[src/rtl/sec_irq_pkg.sv]
package sec_irq_pkg;

   // Word indices decoded from paddr[11:2]
   localparam int unsigned IX_MASKED  = 0;
   localparam int unsigned IX_RAW     = 1;
   localparam int unsigned IX_EN_SET  = 2;
   localparam int unsigned IX_EN_CLR  = 3;
   localparam int unsigned IX_SW_SET  = 4;
   localparam int unsigned IX_SW_CLR  = 5;
   localparam int unsigned IX_RT_SET  = 8;
   localparam int unsigned IX_RT_CLR  = 9;

   typedef enum logic [3:0] {
      OP_NONE,
      OP_EN_SET,
      OP_EN_CLR,
      OP_SW_SET,
      OP_SW_CLR,
      OP_RT_SET,
      OP_RT_CLR
   } wr_op_e;

   // Contiguous bit mask from lo to hi inclusive
   function automatic logic [63:0] span_mask(input int lo, input int hi);
      logic [63:0] m;
      m = '0;
      for (int b = 0; b < 64; b++) begin
         if (b >= lo && b <= hi) m[b] = 1'b1;
      end
      return m;
   endfunction

endpackage

[src/rtl/sec_irq_wdec.sv]
module sec_irq_wdec
   import sec_irq_pkg::*;
#(
   parameter int IDX_W = 10
) (
   input  logic             psel,
   input  logic             penable,
   input  logic             pwrite,
   input  logic [IDX_W-1:0] idx,
   output wr_op_e           op
);

   always_comb begin
      op = OP_NONE;
      if (psel && penable && pwrite) begin
         case (idx)
            IDX_W'(IX_EN_SET): op = OP_EN_SET;
            IDX_W'(IX_EN_CLR): op = OP_EN_CLR;
            IDX_W'(IX_SW_SET): op = OP_SW_SET;
            IDX_W'(IX_SW_CLR): op = OP_SW_CLR;
            IDX_W'(IX_RT_SET): op = OP_RT_SET;
            IDX_W'(IX_RT_CLR): op = OP_RT_CLR;
            default:           op = OP_NONE;
         endcase
      end
   end

endmodule

[src/rtl/sec_irq_regs.sv]
module sec_irq_regs
   import sec_irq_pkg::*;
#(
   parameter int N_SRC  = 32,
   parameter int SW_BIT = 0,
   parameter logic [N_SRC-1:0] RT_MASK = '0
) (
   input  logic             clk,
   input  logic             rst_n,
   input  logic [N_SRC-1:0] irq_in,
   input  wr_op_e           op,
   input  logic [N_SRC-1:0] wdata,
   output logic [N_SRC-1:0] raw_q,
   output logic [N_SRC-1:0] mask_q,
   output logic [N_SRC-1:0] rt_q
);

   localparam logic [N_SRC-1:0] SW_ONE = N_SRC'(1) << SW_BIT;

   logic wnz;
   assign wnz = |wdata;

   always_ff @(posedge clk or negedge rst_n) begin
      if (!rst_n) raw_q <= '0;
      else        raw_q <= irq_in;
   end

   always_ff @(posedge clk or negedge rst_n) begin
      if (!rst_n) begin
         mask_q <= '0;
      end else begin
         case (op)
            OP_EN_SET: mask_q <= mask_q | wdata;
            OP_EN_CLR: mask_q <= mask_q & ~wdata;
            OP_SW_SET: if (wnz) mask_q <= mask_q | SW_ONE;
            OP_SW_CLR: if (wnz) mask_q <= mask_q & ~SW_ONE;
            default:   mask_q <= mask_q;
         endcase
      end
   end

   always_ff @(posedge clk or negedge rst_n) begin
      if (!rst_n) begin
         rt_q <= '0;
      end else begin
         case (op)
            OP_RT_SET: rt_q <= rt_q | (wdata & RT_MASK);
            OP_RT_CLR: rt_q <= rt_q & ~wdata;
            default:   rt_q <= rt_q;
         endcase
      end
   end

endmodule

[src/rtl/sec_irq_rdmux.sv]
module sec_irq_rdmux
   import sec_irq_pkg::*;
#(
   parameter int N_SRC  = 32,
   parameter int IDX_W  = 10,
   parameter int SW_BIT = 0
) (
   input  logic             psel,
   input  logic [IDX_W-1:0] idx,
   input  logic [N_SRC-1:0] raw_q,
   input  logic [N_SRC-1:0] mask_q,
   input  logic [N_SRC-1:0] rt_q,
   output logic [N_SRC-1:0] rdata
);

   logic [N_SRC-1:0] sel_val;

   always_comb begin
      case (idx)
         IDX_W'(IX_MASKED): sel_val = raw_q & mask_q;
         IDX_W'(IX_RAW):    sel_val = raw_q;
         IDX_W'(IX_EN_SET): sel_val = mask_q;
         IDX_W'(IX_SW_SET): sel_val = N_SRC'(raw_q[SW_BIT]);
         IDX_W'(IX_RT_SET): sel_val = rt_q;
         default:           sel_val = '0;
      endcase
   end

   assign rdata = psel ? sel_val : '0;

endmodule

[src/rtl/sec_irq_route.sv]
module sec_irq_route #(
   parameter int N_SRC    = 32,
   parameter int RT_LO    = 21,
   parameter int RT_HI    = 30,
   parameter int COMB_BIT = 31
) (
   input  logic             clk,
   input  logic             rst_n,
   input  logic [N_SRC-1:0] raw_q,
   input  logic [N_SRC-1:0] mask_q,
   input  logic [N_SRC-1:0] rt_q,
   output logic [N_SRC-1:0] irq_out
);

   for (genvar i = 0; i < N_SRC; i++) begin : g_line
      if (i == COMB_BIT) begin : g_comb
         logic comb_q;
         always_ff @(posedge clk or negedge rst_n) begin
            if (!rst_n) comb_q <= 1'b0;
            else        comb_q <= |(raw_q & mask_q);
         end
         assign irq_out[i] = comb_q;
      end else if (i >= RT_LO && i <= RT_HI) begin : g_direct
         logic line_q;
         always_ff @(posedge clk or negedge rst_n) begin
            if (!rst_n)        line_q <= 1'b0;
            else if (rt_q[i])  line_q <= raw_q[i];
         end
         assign irq_out[i] = line_q;
      end else begin : g_idle
         assign irq_out[i] = 1'b0;
      end
   end

endmodule

[src/rtl/sec_irq_ctrl.sv]
module sec_irq_ctrl
   import sec_irq_pkg::*;
#(
   parameter int N_SRC    = 32,
   parameter int ADDR_W   = 12,
   parameter int RT_LO    = 21,
   parameter int RT_HI    = 30,
   parameter int COMB_BIT = 31,
   parameter int SW_BIT   = 0
) (
   input  logic              clk,
   input  logic              rst_n,
   input  logic [N_SRC-1:0]  irq_in,
   input  logic              psel,
   input  logic              penable,
   input  logic              pwrite,
   input  logic [ADDR_W-1:0] paddr,
   input  logic [N_SRC-1:0]  pwdata,
   output logic [N_SRC-1:0]  prdata,
   output logic [N_SRC-1:0]  irq_out
);

   localparam int IDX_W = ADDR_W - 2;
   localparam logic [N_SRC-1:0] RT_MASK = N_SRC'(span_mask(RT_LO, RT_HI));

   if (COMB_BIT >= N_SRC || COMB_BIT < 0) begin : g_bad_comb
      $error("COMB_BIT must name a line inside the output vector");
   end
   if (RT_LO > RT_HI || RT_HI >= N_SRC) begin : g_bad_range
      $error("routed range must be ordered and inside the vector");
   end
   if (COMB_BIT >= RT_LO && COMB_BIT <= RT_HI) begin : g_bad_overlap
      $error("combined line may not fall inside the routed range");
   end
   if (ADDR_W < 3 || IDX_W < 4) begin : g_bad_addr
      $error("address window too small for the register set");
   end

   logic [IDX_W-1:0] idx;
   wr_op_e           op;
   logic [N_SRC-1:0] raw_q;
   logic [N_SRC-1:0] mask_q;
   logic [N_SRC-1:0] rt_q;

   assign idx = paddr[ADDR_W-1:2];

   sec_irq_wdec #(.IDX_W(IDX_W)) u_wdec (
      .psel    (psel),
      .penable (penable),
      .pwrite  (pwrite),
      .idx     (idx),
      .op      (op)
   );

   sec_irq_regs #(.N_SRC(N_SRC), .SW_BIT(SW_BIT), .RT_MASK(RT_MASK)) u_regs (
      .clk    (clk),
      .rst_n  (rst_n),
      .irq_in (irq_in),
      .op     (op),
      .wdata  (pwdata),
      .raw_q  (raw_q),
      .mask_q (mask_q),
      .rt_q   (rt_q)
   );

   sec_irq_rdmux #(.N_SRC(N_SRC), .IDX_W(IDX_W), .SW_BIT(SW_BIT)) u_rdmux (
      .psel   (psel),
      .idx    (idx),
      .raw_q  (raw_q),
      .mask_q (mask_q),
      .rt_q   (rt_q),
      .rdata  (prdata)
   );

   sec_irq_route #(
      .N_SRC(N_SRC), .RT_LO(RT_LO), .RT_HI(RT_HI), .COMB_BIT(COMB_BIT)
   ) u_route (
      .clk     (clk),
      .rst_n   (rst_n),
      .raw_q   (raw_q),
      .mask_q  (mask_q),
      .rt_q    (rt_q),
      .irq_out (irq_out)
   );

endmodule

[config.mk]
export PLATFORM = sky130hd
export DESIGN_NAME = sec_irq_ctrl
export DESIGN_NICKNAME = d
export VERILOG_FILES = /design/src/rtl/sec_irq_pkg.sv /design/src/rtl/sec_irq_wdec.sv /design/src/rtl/sec_irq_regs.sv /design/src/rtl/sec_irq_rdmux.sv /design/src/rtl/sec_irq_route.sv /design/src/rtl/sec_irq_ctrl.sv
export SDC_FILE = /design/constraint.sdc
export NUM_CORES = 1
export LEC_CHECK = 0
export BUFFER_PORTS_ARGS = -buffer_cell sky130_fd_sc_hd__buf_2
export CORE_ASPECT_RATIO = 0.8
export CORE_MARGIN = 5
export CORE_UTILIZATION = 52
export DETAILED_ROUTE_END_ITERATION = 8
export GPL_TIMING_DRIVEN = 0
export MAX_ROUTING_LAYER = met4
export PLACE_DENSITY = 0.87
export SLEW_MARGIN = 20
export SYNTH_ARGS = -nofsm -noshare
export SYNTH_HDL_FRONTEND = slang
export SYNTH_SLANG_ARGS = --single-unit
[constraint.sdc]
create_clock -name clk -period 1.7 [get_ports clk]
set_clock_uncertainty 0.05 [all_clocks]
set_input_delay 0.085 -clock clk [delete_from_list [all_inputs] [get_ports clk]]
set_output_delay 0.085 -clock clk [all_outputs]
set_load 0.1 [all_outputs]
Word-level counts from Yosys, hierarchy flattened. Cells that the tools add are included.

Bits in writable memories: 0. Word-level logic and storage cells: 56. Input port bits: 81. Bits in latches: 0. Bits in read-only memories: 0. Register bits: 107. Memories: 0.

Divide/modulo/power cells: 0. Multiply operators: 0. Equality and inequality tests: 15. Bitwise logic cells: 8. $add $sub $neg: 0. Magnitude comparators: 0. Shift operators: 0. Reductions and logical operators: 10. Muxes and demuxes: 8.

Operator list (count): 32-bit one-hot mux with 5 select lines (1); 32-bit one-hot mux with 4 select lines (1); 32-bit AND (3); 32-bit one-hot mux with 2 select lines (1); 32-bit OR reduction (2); 32-bit two-way mux (1); 32-bit NOT (1); 32-bit by 31-bit bitwise OR with 32-bit output (1); 32-bit bitwise OR (1); 10-bit by 2-bit equality test with 1-bit output, second input constant (2); 10-bit by 3-bit equality test with 1-bit output, second input constant (2); 10-bit by 4-bit equality test with 1-bit output, second input constant (2); 3-bit one-hot mux with 6 select lines (1); 4-bit by 3-bit equality test with 1-bit output, second input constant (3); 10-bit by 1-bit equality test with 1-bit output, second input constant (1); 10-bit logical NOT (1); 4-bit by 2-bit equality test with 1-bit output, second input constant (2); 3-bit AND reduction (2); 4-bit by 1-bit equality test with 1-bit output, second input constant (1); 4-bit two-way mux (1); 2-bit by 1-bit inequality test with 1-bit output, second input constant (2); 2-bit nonzero test (2); 4-bit nonzero test (1); 1-bit logical AND (2); 2 further kinds (4).

Depth between registers and ports, before layout. Gate-level depths: netlist of the first run.

Depth after elaboration: 6. Gate-level depth with buffers: 7. Gate-level depth less buffers: 5.

By module. Synthesis of the first run repeated with hierarchy kept, for this count alone.

Cells, all modules: 452. Area, all modules: 5056.1 um2.

Modules (own cells, without submodules): sec_irq_regs (cells each 238, instances 1, area each 3203.1 um2); sec_irq_rdmux (cells each 122, instances 1, area each 949.7 um2); sec_irq_route (cells each 75, instances 1, area each 794.5 um2); sec_irq_wdec (cells each 17, instances 1, area each 108.9 um2).

Worst setup path after synthesis of the first run. No wires, ideal clock.

Kind: input to output. From: input port paddr[7]. To: output port prdata[0]. Required time: 1.565 ns. Slack: -1.060 ns. Arrival: 2.625 ns. Buffers on the path: 1. Stages on the path: 6. Cell sequence: nor2_2 -> nand3_4 -> nor4_4 -> buf_2 -> nand2_1 -> a31oi_1.

Longest elaborated chain between the ends: 3.

RTL lines: from (decl) (line sec_irq_ctrl.sv:17) `input logic [ADDR_W-1:0] paddr,`; 10-bit by 4-bit equality test with 1-bit output (tied with other cells) (line sec_irq_rdmux.sv:19) `case (idx)`; 32-bit one-hot mux with 5 select lines (*) (line sec_irq_rdmux.sv:19); 32-bit two-way mux (*) (line sec_irq_rdmux.sv:29) `assign rdata = psel ? sel_val : '0;`; to (decl) (line sec_irq_ctrl.sv:19) `output logic [N_SRC-1:0] prdata,`.

Mark *: on every way between the ends. The rest lies on a longest branch, timed or not.

Worst setup path after layout of the first run.
From: input port paddr[7]. To: output port prdata[17].

The elaborated chain is that of the path after synthesis.

==> results of run 1 <==
## path summary, 6_finish.rpt
kind	slack (ps)	cells past startpoint	end	from
hold reg to reg	460	1	u_route.g_line[24].g_direct.line_q	u_route.g_line[24].g_direct.line_q
hold / removal	9	3	u_regs.mask_q[18]	pwdata[18]
setup reg to reg	-50	4	u_route.g_line[31].g_comb.comb_q	u_regs.mask_q[29]
setup / recovery	-90	9	prdata[17]	paddr[7]
max in group asynchronous	780	3	u_regs.rt_q[18]	rst_n
min in group asynchronous	160	2	u_route.g_line[25].g_direct.line_q	rst_n
## worst max-delay path, delay by kind of cell
kind                   cells  cell delay [ps]
AO/OA/AOI/OAI              2              420
AND/OR/NAND/NOR            3              450
buffers and inverters      4              690
## kinds of logic (layout without fill, tap and decap cells)
kind of cell	Yosys count	after routing
adder cells (fa/ha/maj)	1	1
AND/OR/NAND/NOR	59	59
multiplexers	20	20
buffers and inverters	61	277
AO/OA/AOI/OAI	201	201
XOR/XNOR	2	2
flip-flops	107	107
other	1	21
## timing repair
action                                  4_1_cts  5_1_grt
endpoints found under the hold margin       126        0
gates resized for setup                     154       53
pin swaps                                     9       46
hold buffers                                 70        0
endpoints found under the setup margin       33       63
setup buffers                                 5        2
gates cloned                                  1        4
## where the power goes
group | internal [mW] | switching, mW | total [mW]
combinational | 0.328 | 0.673 | 1.00
clock | 1.23 | 0.971 | 2.20
sequential | 2.62 | 0.0858 | 2.70
total | 4.17 | 1.73 | 5.90
## layer usage
metal | GRT usage, % | vias to the layer above
li1 | - | 2113
met2 | 52.3 | 481
met1 | 40.6 | 2538
met4 | 10.8 | 0
met5 | - | -
met3 | 9.43 | 113
## synthesized netlist by cell type (3+ instances only)
cell	n	area, µm²
nand4_1	6	37.5
mux2_1	10	113
a21boi_0	22	165
buf_2	15	75.1
nor4_4	3	63.8
mux2_2	10	113
nand3_1	5	25.0
a21oi_1	94	470
nor4_1	8	50.1
o211ai_1	32	240
a22oi_1	43	323
nor2_1	6	22.5
buf_4	33	248
dfrtp_1	107	2680
clkbuf_1	11	41.3
nand2_1	12	45.0
## per-stage QoR
| stage | area (µm²) | util [%] | worst slack, ps | instances |
|---|---|---|---|---|
| 2_1_floorplan | 5490 | - | -137 | 472 |
| 3_3_place_gp | 6230 | 65.6 | -626 | 708 |
| 3_5_place_dp | 6260 | 66.0 | -517 | 709 |
| 4_1_cts | 7940 | 83.6 | -26.6 | 801 |
| 5_1_grt | 8280 | 87.2 | -115 | 807 |
| 6_report | 8280 | 87.2 | -94.1 | 807 |
## cell type report
class	count	area (µm²)
Sequential cell	107	2680
Multi-Input combinational cell	304	2570
Timing Repair Buffer	200	2010
Fill cell	408	1210
Buffer	61	561
Clock buffer	11	253
Tap cell	119	149
Clock inverter	5	61.3
## registers in the layout, indices dropped and copies added (netlist names), named ones only
register / flops
u_regs.mask_q: 32
u_regs.raw_q: 32
u_regs.rt_q: 22
u_route.g_line.g_direct.line_q: 10
u_route.g_line.g_comb.comb_q: 1
==> flow_summary.ini, run 1 <==
[synthesis]
synth_cells = 452
yosys.area_share.simple_pct = 7.86
synthArstFlopShare_pct = 100
yosys_warnings = 0
synth_area_per_cell_um2 = 11.0
synth_compound_area_share_pct = 25.6
ys_types = 44
synth_edf_count = 0
synth_top_flop_cell = dfrtp_1
synth-xor-area-share_pct = 0.352
synthMuxAreaShare_pct = 4.52
seq_area_frac_synth_pct = 53.7
netlist_area_um2 = 4980
synth_top_family_by_area = compound AO/OA/AOI/OAI gates
synth-seq-cells = 107
synth_fa_ha_area_share_pct = 0.201

[route]
vias = 5245
wl_met3_um = 2440
totalWireLength_um = 20600
routed.top_layer = met4
met1_length_um = 7500
drc = 0
wl_met2_um = 9590
dr.pass1.iters = 5
final_antenna_net_count = 0
post_drt_via_cell_ratio = 6.50
wire_per_inst_um = 25.5
drtIter0Drc = 751

[power_and_ir_drop]
p_per_area_nw_per_um2 = 713
total_power_mw = 5.90
cellLeakagePower_nw = 3.45
ir_drop_v = 0.000529

[grt]
grt_pass1_vias = 5166
grt_pass1_wl_um = 29100
grt_util_all_layers_pct = 32.8
antenna_found_initial = 0
overflow = 0
grt_max_degree = 68

[cts]
cts.htree.levels = 3
clkSinkCount = 107
worstSkewPairLatency_ps = 350
cts.clk_slew.worst_paths_ps = 60
cts_root_buffer = clkbuf_16
cts_tree = yes
cts_buffers = 9
clock_tree.buffer_depth = 2

[timing]
timing.hold.ws_ps = 8.84
setup_viol = 20
finalMaxSlewViolations = 0
rsz0062_at_grt = true
max_slew_margin_pct = 57.4
final-hold-violation-count = 0
fin_tns_setup_ps = -637
post-route-period-util_pct = 106
worst_pin_slew_ps = 633
fin_crit_ps = 1790
setup_slack_ps = -94.1
fmax_mhz = 557

[cells_and_area]
nets = 764
diodes = 0
final_cell_mix = dfrtp_1, buf_2, dlygate4sd3_1
final_common_cell = dfrtp_1
syn_to_final_growth_pct = 66.1
drive_gt1_share_pct = 43.0

[placement]
gp_congestion = 0.998
dp.final_hpwl_um = 11300
io_buffers = 117

[die]
core_area_um2 = 9490
rows = 32
die-height_um = 97.6
die_w_um = 119
num_io_pins = 145
die_area_um2 = 11700
initial_utilization_pct = 52.5

[critical_path]
crit_arrival_ps = 1660
worst_setup_path_start_kind = input pin
crit_top_cell = buf_6
setup.worst_path.class = input pin to primary output
critPathRequiredTime_ps = 1560
critical_path.max_stage_delay_ps = 250
endpoint_kind = primary output
critical_path.cell_chain = buf_6, nor2_4, nand3_4, nor4_4, buf_6, clkbuf_16, o211ai_1, a21oi_4, buf_12
critPathSlowestCell = a21oi_4
crit_fanout = 8

[hold_path]
min_path_type = input pin to flop

[run]
maxCapViolations = 0

[run_status]
outcome = finished, violations left
violations = negative setup slack
No activity file was read; power rests on OpenSTA's default activity.
==> run 2, diff against run 1 <==
- PLACE_DENSITY: 0.87 -> unset
- PLACE_DENSITY_LB_ADDON: unset -> 0.2
==> run 2 against run 1 <==
The flow still finishes with violations (negative setup slack). Via count is 1.9% higher. Count of clock-buffer cells in the layout is 2 lower. Critical path depth stayed put. Routed wire length is 3.4% higher. Sequential share of layout area is 0.32 points lower. Design area is 0.95% higher. Die area stayed put. Global-route usage is 0.27 points lower. Register-to-register slack worse by 40 ps. Sequential power hardly changed. Worst setup slack worse by 62 ps. Clock power is 5% lower. Critical path type unchanged. Highest routed layer unchanged.
==> flow_summary.ini, run 2 (synthesized netlist as in run 1, its figures left out) <==
[timing]
final-hold-violation-count = 0
worst_pin_slew_ps = 631
max_slew_margin_pct = 57.6
fin_crit_ps = 1860
post-route-period-util_pct = 109
fmax_mhz = 539
setup_viol = 11
rsz0062_at_grt = true
timing.hold.ws_ps = 15.6
fin_tns_setup_ps = -514
finalMaxSlewViolations = 0
setup_slack_ps = -156

[critical_path]
crit_fanout = 7
reg2reg_depth = 4
crit_start = paddr[10]
r2r_slack_ps = -90
worst_setup_path_start_kind = input pin
worst-path-stages = 9
crit_top_cell = buf_6
crit_arrival_ps = 1720
crit_family = buffers and inverters
critPathRequiredTime_ps = 1560
path_buf_inv = 4
critical_path.cell_chain = buf_6, nor2_4, nand3_4, nor4_4, buf_6, clkbuf_16, a22oi_1, a21oi_4, buf_12
timing.rr.start = u_regs.raw_q[12]
critPathSlowestCell = a21oi_4
reg2reg_to = u_route.g_line[31].g_comb.comb_q
endpoint_kind = primary output
crit_path_end = prdata[12]
setup.worst_path.class = input pin to primary output
critical_path.max_stage_delay_ps = 270

[run]
maxCapViolations = 0

[cells_and_area]
design_area_um2 = 8350
final_util_pct = 88.0
top_regs = u_regs.mask_q (32), u_regs.raw_q (32), u_regs.rt_q (22)
nets = 768
syn_to_final_growth_pct = 67.7
fillers = 427
final_cell_mix = dfrtp_1, buf_2, dlygate4sd3_1
final_common_cell = dfrtp_1
drive_gt1_share_pct = 44.2

[route]
post_drt_via_cell_ratio = 6.58
drtIter0Drc = 694
dr.pass1.iters = 5
vias = 5347
final_antenna_net_count = 0
totalWireLength_um = 21300
wire_per_inst_um = 26.2
drc = 0

[cts]
cts.clk_slew.worst_paths_ps = 80
cts_buffers = 9
cts.htree.levels = 3
clkSinkCount = 107
clock_tree.buffer_depth = 2
worstSkewPairLatency_ps = 360
cts_tree = yes
cts_root_buffer = clkbuf_16

[grt]
antenna_found_initial = 2
grt_pass1_vias = 5275
grt_pass1_wl_um = 28800
grt_util_all_layers_pct = 32.6
overflow = 0
grt_max_degree = 74

[placement]
io_buffers = 117
gp_congestion = 0.897
placed_area_um2 = 6260
dp_slack_ps = -549
dp.final_hpwl_um = 11100

[power_and_ir_drop]
p_per_area_nw_per_um2 = 694
cellLeakagePower_nw = 3.49
ir_drop_v = 0.000564

[die]
die_w_um = 119
rows = 32
initial_utilization_pct = 52.5
core_area_um2 = 9490
die-height_um = 97.6
die_area_um2 = 11700
num_io_pins = 145

[hold_path]
min_path_type = input pin to flop

[run_status]
violations = negative setup slack
outcome = finished, violations left
run 2: worst min path at each step:
stage	start	to	slack, ps	cells after the start
after floorplan	rst_n	asynchronous set/reset pin	-260	0
after global placement	irq_in[7]	u_regs.raw_q[7]	140	1
after detailed placement	rst_n	u_route.g_line[26].g_direct.line_q	-50	1
after CTS	pwdata[31]	u_regs.mask_q[31]	1	3
after global routing	pwdata[30]	u_regs.mask_q[30]	20	3
final	pwdata[16]	u_regs.mask_q[16]	20	3
run 2: where the power goes:
part	switching, mW	internal [mW]	total, mW
Combinational	0.676	0.328	1.00
Clock	1.05	1.04	2.09
Sequential	0.0855	2.62	2.70
run 2: cell type report:
class                      instances  area, µm²  share of cell area [%]
antenna                            2       5.00                  0.0599
buffer                            61        564                    6.75
clock buffer                       9        225                    2.70
clock inverter                     7       70.1                   0.839
multi-input combinational        304       2620                    31.4
sequential                       107       2680                    32.1
tap                              119        149                    1.78
timing repair buffer             204       2040                    24.4
run 2: metal layers:
metal	GRT usage [%]	vias to the layer above	part of all wire, %
met5	-	-	0
met2	52.8	502	48
met4	12.1	0	6.5
met1	40.2	2552	35
li1	-	2137	-
met3	7.51	156	11
run 2: worst register-to-register path: cells and delay by family, from the launching register on:
family	cells	cell delay, ps
compound gates	2	430
simple gates	2	710
flops	1	450
run 2: what timing repair did:
action / in CTS / in global routing
pin swaps: 13 / 68
endpoints found under the hold margin: 192 / 0
gates resized for setup: 159 / 59
cloned: 2 / 5
buffers inserted: 9 / 2
setup endpoints to repair: 33 / 55
hold buffers: 70 / 0
run 2: metrics by stage:
step	total power, mW	instances
after global routing	5.94	813
after detailed placement	3.55	709
final	5.80	813
after global placement	3.52	708
after CTS	5.73	806
after floorplan	3.29	472
==> run 3, diff against run 2 <==
- PLACE_DENSITY: unset -> 0.86
- PLACE_DENSITY_LB_ADDON: 0.2 -> unset
==> run 3 against run 2 <==
The run still ends with negative setup slack left. Global-route usage increased by 3.5 points. Register-to-register slack improved by 20 ps. Total power increased by 2.2%. Flip-flop and latch count unchanged. Largest cell class unchanged.
==> flow_summary.ini, run 3 (synthesized netlist as in run 1, its figures left out) <==
[run_status]
outcome = finished, violations left
violations = negative setup slack

[cells_and_area]
final_cell_mix = dfrtp_1, buf_2, dlygate4sd3_1
top_regs = u_regs.mask_q (32), u_regs.raw_q (32), u_regs.rt_q (22)
nets = 774
syn_to_final_growth_pct = 69.0
diodes = 0
final_common_cell = dfrtp_1
final_util_pct = 88.7
drive_gt1_share_pct = 45.1

[grt]
grt_pass1_wl_um = 31500
grt_pass1_vias = 5469
overflow = 0
grt_use_met3_pct = 9.20
grtUsageMet1_pct = 43.5
antenna_found_initial = 0
grt_max_degree = 64
grt_util_all_layers_pct = 36.1
grt_use_met2_pct = 58.2
grt_busiest_layer = met2

[critical_path]
setup.worst_path.class = input pin to primary output
critPathRequiredTime_ps = 1560
reg2reg_depth = 4
endpoint_kind = primary output
crit_fanout = 10
worst_setup_path_start_kind = input pin
crit_arrival_ps = 1710
timing.rr.start = u_regs.mask_q[29]
reg2reg_to = u_route.g_line[31].g_comb.comb_q
r2r_slack_ps = -70

[hold_path]
min_path_type = input pin to flop
hold-path-cell-count = 3
worstHoldStart = pwdata[6]
hold_path_end = u_regs.mask_q[6]

[timing]
setup_slack_ps = -143
worst_pin_slew_ps = 745
fin_crit_ps = 1840
rsz0062_at_grt = true
finalMaxSlewViolations = 0
final-hold-violation-count = 0
setup_viol = 37
fmax_mhz = 543
max_slew_margin_pct = 50.0
post-route-period-util_pct = 108

[die]
die_area_um2 = 11700
die_w_um = 119
core_area_um2 = 9490
initial_utilization_pct = 52.5
rows = 32
num_io_pins = 145
die-height_um = 97.6

[cts]
cts.htree.levels = 3
cts.clk_slew.worst_paths_ps = 70
worstSkewPairLatency_ps = 360
cts_tree = yes
cts_root_buffer = clkbuf_16
clock_tree.buffer_depth = 2
clkSinkCount = 107
cts_buffers = 9

[power_and_ir_drop]
ir_drop_v = 0.000642
p_per_area_nw_per_um2 = 704
pwr-share-comb_pct = 17.6
power_frac_clock_pct = 36.7
intPower_mw = 4.11
seqPwrFrac_pct = 45.7
switching_share_pct = 30.6
total_power_mw = 5.93
switchingPower_mw = 1.81
cellLeakagePower_nw = 3.50

[route]
drc = 0
drtIter0Drc = 793
dr.pass1.iters = 7
vias = 5577
wire_per_inst_um = 28.0
totalWireLength_um = 22800
final_antenna_net_count = 0
post_drt_via_cell_ratio = 6.83

[placement]
dp.final_hpwl_um = 11600
gp_congestion = 0.976
io_buffers = 117

[run]
maxCapViolations = 0
-- run 3: changes by cell type in the layout (fill, tap and decap cells not counted), sizes merged, moves of 2 or more --
cell,delta
diode,-2
buf,+8
clkinvlp,+3
clkbuf,-3
clkinv,-3
-- run 3: layout make-up --
class | instances | area (µm²)
Buffer | 61 | 544
Clock buffer | 9 | 225
Clock inverter | 7 | 75.1
Fill cell | 392 | 1070
Multi-Input combinational cell | 304 | 2640
Sequential cell | 107 | 2680
Tap cell | 119 | 149
Timing Repair Buffer | 210 | 2110
-- run 3: worst max-delay path by stage --
stage	from	end	slack, ps	cells past startpoint
after floorplan	paddr[3]	prdata[11]	-140	6
after global placement	rst_n	u_regs.raw_q[19]	-620	1
after detailed placement	paddr[11]	prdata[27]	-530	8
after CTS	paddr[10]	prdata[23]	-110	9
after global routing	paddr[4]	prdata[4]	-190	7
final	paddr[4]	prdata[10]	-140	7
-- run 3: metrics by stage --
stage	hold WS, ps	area, µm²	setup slack [ps]	instances	TNS (ps)
global route	28.3	8420	-186	817	-4970
CTS	0.851	8020	-106	804	-2110
finish	16.5	8420	-143	817	-3350
detailed placement	-13.7	6260	-529	709	-19970
global placement	143	6230	-621	708	-81120
floorplan	-261	5490	-137	472	-3130
-- run 3: routing by layer --
| layer | vias up | wire, µm |
|---|---|---|
| met5 | - | 0 |
| met2 | 570 | 10500 |
| met1 | 2642 | 7840 |
| met3 | 213 | 2750 |
| met4 | 0 | 1740 |
| li1 | 2152 | - |
-- run 3: timing repair --
action,CTS,global route
hold buffers,71,0
pin swaps,17,69
resized for setup,169,57
cloned,2,4
setup buffers,6,9
endpoints found under the setup margin,33,54
hold endpoints to repair,129,0
-- run 3: critical path: stages --
cell and delay, ps:
buf_6 120, maj3_2 320, o21ai_1 290, nand3_4 240, clkbuf_16 270, a21oi_4 180
buf_12 200
-- run 3: power by group through the flow --
stage / Sequential [mW] / Combinational (mW) / Clock (mW)
after floorplan: 2.71 / 0.584 / 0
after global placement: 2.73 / 0.792 / 0
after detailed placement: 2.74 / 0.815 / 0
after CTS: 2.69 / 0.963 / 2.13
after global routing: 2.71 / 1.09 / 2.26
final: 2.71 / 1.04 / 2.17
